File: src/rtl/ram_browser_pkg.sv
package ram_browser_pkg;

  parameter int unsigned RB_AW  = 8;
  parameter int unsigned RB_DW  = 8;
  parameter int unsigned RB_NIB = 4;

  localparam int unsigned RB_DEPTH = 1 << RB_AW;

  typedef logic [RB_AW-1:0] rb_addr_t;
  typedef logic [RB_DW-1:0] rb_byte_t;

  // Fibonacci step: shift left, feed back the parity of the tapped bits.
  function automatic rb_byte_t rb_lfsr_step(input rb_byte_t q, input rb_byte_t taps);
    return {q[RB_DW-2:0], ^(q & taps)};
  endfunction

  // Pointer move with modular wrap; simultaneous requests cancel.
  function automatic rb_addr_t rb_addr_move(input rb_addr_t a, input logic inc, input logic dec);
    rb_addr_t r;
    r = a;
    if (inc && !dec) r = a + rb_addr_t'(1);
    else if (dec && !inc) r = a - rb_addr_t'(1);
    return r;
  endfunction

endpackage

File: src/rtl/rb_lfsr.sv
module rb_lfsr
  import ram_browser_pkg::*;
#(
  parameter rb_byte_t SEED = 8'h01,
  parameter rb_byte_t TAPS = 8'hB8
) (
  input  logic     clk,
  input  logic     rst_n,
  input  logic     adv,
  output rb_byte_t q
);

  always_ff @(posedge clk) begin
    if (!rst_n) q <= SEED;
    else if (adv) q <= rb_lfsr_step(q, TAPS);
  end

  p_nonzero_r11: assert property (@(posedge clk) disable iff (!rst_n) q != '0)
    else $error("lfsr reached zero");

  p_hold_r8: assert property (@(posedge clk) disable iff (!rst_n) !adv |=> $stable(q))
    else $error("lfsr moved without a write");

endmodule

File: src/rtl/rb_ram.sv
module rb_ram
  import ram_browser_pkg::*;
(
  input  logic     clk,
  input  logic     we,
  input  rb_addr_t waddr,
  input  rb_byte_t wdata,
  input  rb_addr_t raddr,
  output rb_byte_t rdata
);

  rb_byte_t mem [RB_DEPTH];

  always_ff @(posedge clk) begin
    if (we) mem[waddr] <= wdata;
  end

  assign rdata = mem[raddr];

endmodule

File: src/rtl/rb_addr_ctr.sv
module rb_addr_ctr
  import ram_browser_pkg::*;
(
  input  logic     clk,
  input  logic     rst_n,
  input  logic     up,
  input  logic     down,
  input  logic     hold,
  output rb_addr_t addr
);

  logic inc_evt, dec_evt;
  assign inc_evt = up & ~hold;
  assign dec_evt = down & ~hold;

  always_ff @(posedge clk) begin
    if (!rst_n) addr <= '0;
    else addr <= rb_addr_move(addr, inc_evt, dec_evt);
  end

  p_up_wrap_r2: assert property (@(posedge clk) disable iff (!rst_n)
    (up && !down && !hold) |=> addr == rb_addr_t'($past(addr) + 1))
    else $error("up step wrong");

  p_down_wrap_r3: assert property (@(posedge clk) disable iff (!rst_n)
    (down && !up && !hold) |=> addr == rb_addr_t'($past(addr) - 1))
    else $error("down step wrong");

  p_cancel_r4: assert property (@(posedge clk) disable iff (!rst_n)
    (up && down) |=> $stable(addr))
    else $error("simultaneous presses moved pointer");

  p_frozen_r9: assert property (@(posedge clk) disable iff (!rst_n)
    hold |=> $stable(addr))
    else $error("pointer moved during fill");

endmodule

File: src/rtl/rb_fill_seq.sv
module rb_fill_seq
  import ram_browser_pkg::*;
(
  input  logic     clk,
  input  logic     rst_n,
  input  logic     start,
  output logic     busy,
  output logic     wr_en,
  output rb_addr_t wr_addr
);

  rb_addr_t cnt;
  logic     last_evt;

  assign last_evt = busy && (cnt == '1);
  assign wr_en    = busy;
  assign wr_addr  = cnt;

  always_ff @(posedge clk) begin
    if (!rst_n) begin
      busy <= 1'b0;
      cnt  <= '0;
    end else if (busy) begin
      cnt <= cnt + rb_addr_t'(1);
      if (last_evt) busy <= 1'b0;
    end else if (start) begin
      busy <= 1'b1;
      cnt  <= '0;
    end
  end

  p_start_r6: assert property (@(posedge clk) disable iff (!rst_n)
    (!busy && start) |=> (busy && cnt == '0))
    else $error("fill did not start at location zero");

  p_end_r6: assert property (@(posedge clk) disable iff (!rst_n)
    last_evt |=> !busy)
    else $error("fill did not end after last location");

  p_norestart_r10: assert property (@(posedge clk) disable iff (!rst_n)
    (busy && !last_evt) |=> (busy && cnt == rb_addr_t'($past(cnt) + 1)))
    else $error("fill interrupted or restarted");

endmodule

File: src/rtl/ram_browser.sv
module ram_browser
  import ram_browser_pkg::*;
#(
  parameter logic [7:0] SEED = 8'h01,
  parameter logic [7:0] TAPS = 8'hB8
) (
  input  logic       clk,
  input  logic       rst_n,
  input  logic       up_pulse,
  input  logic       down_pulse,
  input  logic       fill_pulse,
  output logic [3:0] addr_hi,
  output logic [3:0] addr_lo,
  output logic [3:0] data_hi,
  output logic [3:0] data_lo,
  output logic       busy
);

  rb_addr_t ptr;
  rb_addr_t wr_addr;
  rb_byte_t rnd;
  rb_byte_t rd_byte;
  logic     wr_en;

  rb_fill_seq u_seq (
    .clk     (clk),
    .rst_n   (rst_n),
    .start   (fill_pulse),
    .busy    (busy),
    .wr_en   (wr_en),
    .wr_addr (wr_addr)
  );

  rb_lfsr #(.SEED(SEED), .TAPS(TAPS)) u_lfsr (
    .clk   (clk),
    .rst_n (rst_n),
    .adv   (wr_en),
    .q     (rnd)
  );

  rb_ram u_ram (
    .clk   (clk),
    .we    (wr_en),
    .waddr (wr_addr),
    .wdata (rnd),
    .raddr (ptr),
    .rdata (rd_byte)
  );

  rb_addr_ctr u_ptr (
    .clk   (clk),
    .rst_n (rst_n),
    .up    (up_pulse),
    .down  (down_pulse),
    .hold  (busy),
    .addr  (ptr)
  );

  assign addr_hi = ptr[RB_AW-1 -: RB_NIB];
  assign addr_lo = ptr[RB_NIB-1:0];
  assign data_hi = rd_byte[RB_DW-1 -: RB_NIB];
  assign data_lo = rd_byte[RB_NIB-1:0];

endmodule

File: config.mk
export PLATFORM = sky130hd
export DESIGN_NAME = ram_browser
export DESIGN_NICKNAME = d
export VERILOG_FILES = /design/src/rtl/ram_browser_pkg.sv /design/src/rtl/rb_lfsr.sv /design/src/rtl/rb_ram.sv /design/src/rtl/rb_addr_ctr.sv /design/src/rtl/rb_fill_seq.sv /design/src/rtl/ram_browser.sv
export SDC_FILE = /design/constraint.sdc
export NUM_CORES = 2
export LEC_CHECK = 0
export ABC_AREA = 1
export BUFFER_PORTS_ARGS = -buffer_cell sky130_fd_sc_hd__buf_2
export CAP_MARGIN = 20
export CORE_MARGIN = 2
export CORE_UTILIZATION = 35
export DETAILED_ROUTE_END_ITERATION = 10
export MAX_ROUTING_LAYER = met4
export SLEW_MARGIN = 10
export SYNTH_ARGS = -nofsm -noshare
export SYNTH_HDL_FRONTEND = slang
export SYNTH_HIERARCHICAL = 1
export SYNTH_SLANG_ARGS = --single-unit
export TNS_END_PERCENT = 30
File: constraint.sdc
create_clock -name clk -period 5 [get_ports clk]
set_input_delay 1 -clock clk [delete_from_list [all_inputs] [get_ports clk]]
set_output_delay 1 -clock clk [all_outputs]
set_load 0.02 [all_outputs]
# Word-level counts from Yosys, hierarchy flattened
# Memory sizes are Yosys's and may differ from the RTL's. A register that Yosys moved wholly into a read port is not among the register bits.
# Index checks and enable logic that the tools add are counted.
[classes]
shift = 0
bitwise = 3
add_sub_neg = 3
n_mux = 11
order_cmp = 0
n_mul = 0
div = 0
n_reduce_logical = 8
eq_ne = 1
[op_table]
columns = ["operator", "n"]
rows = [
  ["2-to-1 mux 8 bit", 6],
  ["adder 8 x 1 -> 8 bit, second input constant", 2],
  ["equality test 8 bit, second input constant", 1],
  ["parity 8 bit", 1],
  ["subtractor 8 x 1 -> 8 bit, second input constant", 1],
  ["2-to-1 mux 1 bit", 5],
  ["nonzero test 2 bit", 2],
  ["logical AND 1 bit", 3],
  ["bitwise AND 1 bit", 2],
  ["zero test 1 bit", 2],
  ["NOT 1 bit", 1],
]
[word_totals]
wordCells = 31
n_memories = 1
register_bits = 25
latchBits = 0
in_bits = 5
mem_bits_ro = 0
ram_bits = 2048
output_inout_bits = 17
[memory_table]
columns = ["name", "depth", "word_bits", "read_ports", "rd_ports_with_merged_regs", "wr", "line_no", "source"]
rows = [
  ["u_ram.mem", 256, 8, 1, 1, 1, "rb_ram.sv:12", "rb_byte_t mem [RB_DEPTH];"],
]

# Depth between registers and ports, before layout
[logic_depth]
ltp_word = 8
mapped_depth = 15
depth_no_buf = 13

# Hierarchy
# The synthesis kept the hierarchy.
[by_module_without_submodules]
columns = ["mod", "n_inst", "cells_per_inst", "seq_area_each_um2", "area_each_um2"]
rows = [
  ["rb_ram", 1, 6995, 61499.0, 83236.1],
  ["rb_addr_ctr", 1, 99, 160.2, 669.4],
  ["rb_fill_seq", 1, 67, 180.2, 479.2],
  ["rb_lfsr", 1, 47, 160.2, 336.6],
]

# Least setup slack after synthesis
# OpenSTA, ideal clock, no wires.
[synth_timing]
kind = "register to register"
start = "register u_lfsr.q[4]"
end = "memory u_ram/mem[0][4] (netlist bit), data pin"
setup_slack_ns = 0.678
path_buffers = 0
period_less_slack_ns = 4.322
arrival_time_ns = 3.455
stages_incl_launch_ff = 1
setup_ns = 0.868
required_ns = 4.132
cell_sequence = "dfxtp_1"
[synth_lines]
columns = ["element", "line_no", "source"]
rows = [
  ["from (decl)", "rb_lfsr.sv:10", "output rb_byte_t q"],
  ["from (signal assigned)", "rb_lfsr.sv:15", "else if (adv) q <= rb_lfsr_step(q, TAPS);"],
  ["to (decl)", "rb_ram.sv:12", ""],
]
# Straight into the memory's write port.

==> impl_metrics.py <==
metrics = {
    "floorplan": {
        "placeableCoreArea_um2": 241000,
        "start_util_pct": 35.2,
        "dieArea_um2": 246000,
        "rows": 180,
        "die_h_um": 496,
        "die_w_um": 496,
        "ios": 22,
    },
    "finish": {
        "fin_util_pct": 39.4,
        "final_area_um2": 94700,
        "drive_gt1_share_pct": 6.48,
        "fill_cells": 22700,
        "instances_no_fill": 10400,
        "nets": 7096,
        "area_growth_pct": 11.7,
    },
    "clocking": {
        "clock-sinks": 2073,
        "cts_buffer_depth": 3,
        "clk_latency_ns": 0.85,
        "cts-root-buf": "clkbuf_16",
        "cts_buffers": 207,
        "ctsHtreeMaxLevel": 4,
        "cts.clk_slew.worst_paths_ns": 0.06,
        "cts_tree": "built",
        "ctsHoldBuffers": 0,
    },
    "logic_synthesis": {
        "synth_top_area_share_pct": 72.6,
        "synthArstFlopShare_pct": 0,
        "syn_nets": 7223,
        "synth_area_um2": 84700,
        "yosys_warnings": 6,
        "synth_flop_cell": "edfxtp_1",
        "syn-instance-count": 7208,
        "yosys_register_bits": 2073,
        "yosys-top-cells-area": "edfxtp_1 (73%), nand3_1 (12%), nand2_1 (9.6%)",
        "avgSynthCellArea_um2": 11.8,
        "yosysTopAreaCell": "edfxtp_1",
        "synth_seq_area_share_pct": 73.2,
        "synth_edf_count": 2048,
        "synth_cell_types": 34,
    },
    "timing": {
        "period_share_pct": 99.0,
        "slew_viol_final": 0,
        "setup_viol": 0,
        "finalCriticalPeriod_ns": 4.95,
        "worst-slew-pin-transition_ns": 1.18,
        "rsz0062_at_grt": "true",
        "fin_skew_ns": 0.0474,
        "hold_viol": 0,
        "max_freq_mhz": 202,
        "slew_headroom_pct": 21.1,
    },
    "placement": {
        "postPlaceCellArea_um2": 87900,
        "dp.cells": 10000,
        "port_buffers": 21,
        "globalplace.congestion": 0.891,
        "dp_hpwl_um": 130000,
    },
    "pwr": {
        "worst_ir_drop_vdd_v": 0.000336,
        "powerDensity_nw_per_um2": 435,
        "seqPwrFrac_pct": 47.0,
        "power_frac_comb_pct": 16.7,
        "switching_share_pct": 28.8,
        "p_leak_nw": 32.9,
        "clock_power_share_pct": 36.2,
        "switchingPower_mw": 11.9,
        "internal_power_mw": 29.3,
    },
    "setup_path": {
        "rr_worst_depth": 3,
        "cp.required_ns": 4.00,
        "worstPathArrival_ns": 3.95,
        "cp-end-kind": "output pin",
        "cp_max_fo": 123,
        "critPathKind": "flip-flop to output pin",
        "start_kind": "flip-flop",
    },
    "worst_hold_path": {
        "worstHoldPathType": "input port to flip-flop",
        "hold_path_depth": 4,
    },
    "drt": {
        "ant_nets": 0,
        "drt_iter0_drc": 6916,
        "vias": 56000,
        "drtPass1Iterations": 6,
        "drc": 0,
        "vias_per_cell": 5.36,
        "avgRoutedWirePerCell_um": 22.6,
        "routed_wl_um": 236000,
    },
    "global_route": {
        "grt_pass1_wl_um": 352000,
        "grt_max_degree": 198,
        "antenna_found_initial": 7,
        "grt_overflow": 0,
        "grt.total_usage_pct": 19.5,
        "grt_pass1_vias": 53400,
    },
    "flow_run": {
        "maxCapViolations": 0,
    },
    "outcome": {
        "status": "complete, no violations",
    },
}
==> repair_timing <==
item	4_1_cts	5_1_grt
setup endpoints to repair	8	6
resized for setup	9	7
cloned	2	1
setup buffers	5	2
==> through the flow <==
stage	hold WS, ns	total power [mW]	setup TNS, ns	setup slack, ns
after floorplan	0.496	24.1	0	0.678
after global placement	0.532	26.4	0	0.608
after detailed placement	0.541	26.5	0	0.657
after CTS	0.441	41.3	-0.00488	-0.00488
after global routing	0.483	42.6	-0.0189	-0.0189
final	0.496	41.2	0	0.0483
==> path summary, 6_finish.rpt <==
kind / startpoint / endpoint / slack (ns)
setup / recovery: u_ptr/addr[0]$_SDFFE_PN0P_ / data_lo[0] / 0.05
hold reg to reg: u_seq/wr_addr[1]$_SDFFE_PN0P_ / u_seq/wr_addr[1]$_SDFFE_PN0P_ / 0.56
hold / removal: fill_pulse / u_seq/wr_addr[1]$_SDFFE_PN0P_ / 0.50
setup reg to reg: u_seq/busy$_SDFF_PN0_ / u_ram/mem[234][3]$_DFFE_PP_ / 1.42
==> kinds of logic after synthesis <==
| kind of cell | Yosys count | share of synthesized area, % |
|---|---|---|
| fa+ha+maj | 10 | 0.157 |
| compound gates | 31 | 0.208 |
| simple gates | 4534 | 23.2 |
| buf+inv | 557 | 3.26 |
| flops | 2073 | 73.2 |
| xor+xnor | 3 | 0.0310 |
==> placed cells by master (no fill, tap or decap), types with 3 or more instances in the layout <==
cell	count
dfxtp_1	10
xor2_1	3
nand2_2	6
diode_2	3
nand2_1	2173
clkinv_1	50
dfxtp_4	13
inv_1	59
buf_12	45
inv_16	3
edfxtp_1	2048
clkbuf_8	4
inv_2	5
bufinv_16	11
nor2_1	311
clkinv_8	5
clkinv_16	7
buf_6	7
buf_4	67
o21ai_0	10
clkinv_2	40
clkbuf_1	48
ha_1	9
nand3_1	2033
buf_16	6
a21oi_1	12
o21ai_1	3
clkbuf_16	208
buf_2	21
==> synthesized netlist by cell type, types with 2 or more instances <==
master	n
buf_1	40
inv_2	6
ha_1	9
buf_8	2
xor2_1	3
inv_4	2
o21ai_1	3
o21ai_0	10
o211ai_1	2
buf_2	268
nand3b_1	2
buf_4	47
nand2_1	2178
dfxtp_1	25
nor2_1	311
clkbuf_1	112
a21boi_1	2
buf_6	18
inv_1	62
edfxtp_1	2048
nand3_1	2033
nor2_4	2
a21oi_1	12
==> cell type report <==
class	count	area, um^2	share of cell area (%)
Antenna cell	3	7.51	0.00793
Inverter	70	304	0.321
Clock inverter	117	1070	1.13
Clock buffer	259	5420	5.72
Tap cell	3185	3990	4.21
Timing Repair inverter	1	8.76	0.00925
Multi-Input combinational cell	4578	20000	21.1
Sequential cell	2073	62100	65.6
Timing Repair Buffer	150	1840	1.94
==> critical path, cell delays in order, from the launching register on <==
cell	delay, ns
dfxtp_4	0.55
buf_12	0.29
buf_16	0.41
nand2_1	0.10
nand3_1	0.15
nand3_1	0.16
nand3_1	0.14
nand3_1	0.16
nand3_1	0.13
nand3_1	0.23
nand2_1	0.13
nand2_1	0.05
nand2_1	0.20
buf_2	0.21
==> power groups by stage <==
| stage | combinational [mW] | sequential, mW | clock (mW) |
|---|---|---|---|
| final | 6.89 | 19.4 | 14.9 |
| after global routing | 7.44 | 19.4 | 15.8 |
| after CTS | 6.81 | 19.4 | 15.1 |
| after detailed placement | 6.71 | 19.8 | 0 |
| after global placement | 6.67 | 19.8 | 0 |
| after floorplan | 4.12 | 19.9 | 0 |
==> registers in the layout, summed over array words and instances, names as in the netlist <==
register and count:
u_seq/wr_addr 8, u_lfsr/q 8, u_ram/mem 2048, u_ptr/addr 8, u_seq/busy 1
==> layer usage <==
layer | routed length [um] | vias to the layer above | GRT usage, %
met5 | 0 | - | -
met4 | 8860 | 0 | 7.07
met3 | 20200 | 439 | 3.17
met2 | 107000 | 2490 | 29.0
met1 | 99800 | 27800 | 27.0
li1 | - | 25300 | -
No activity file was read; power rests on OpenSTA's default activity.
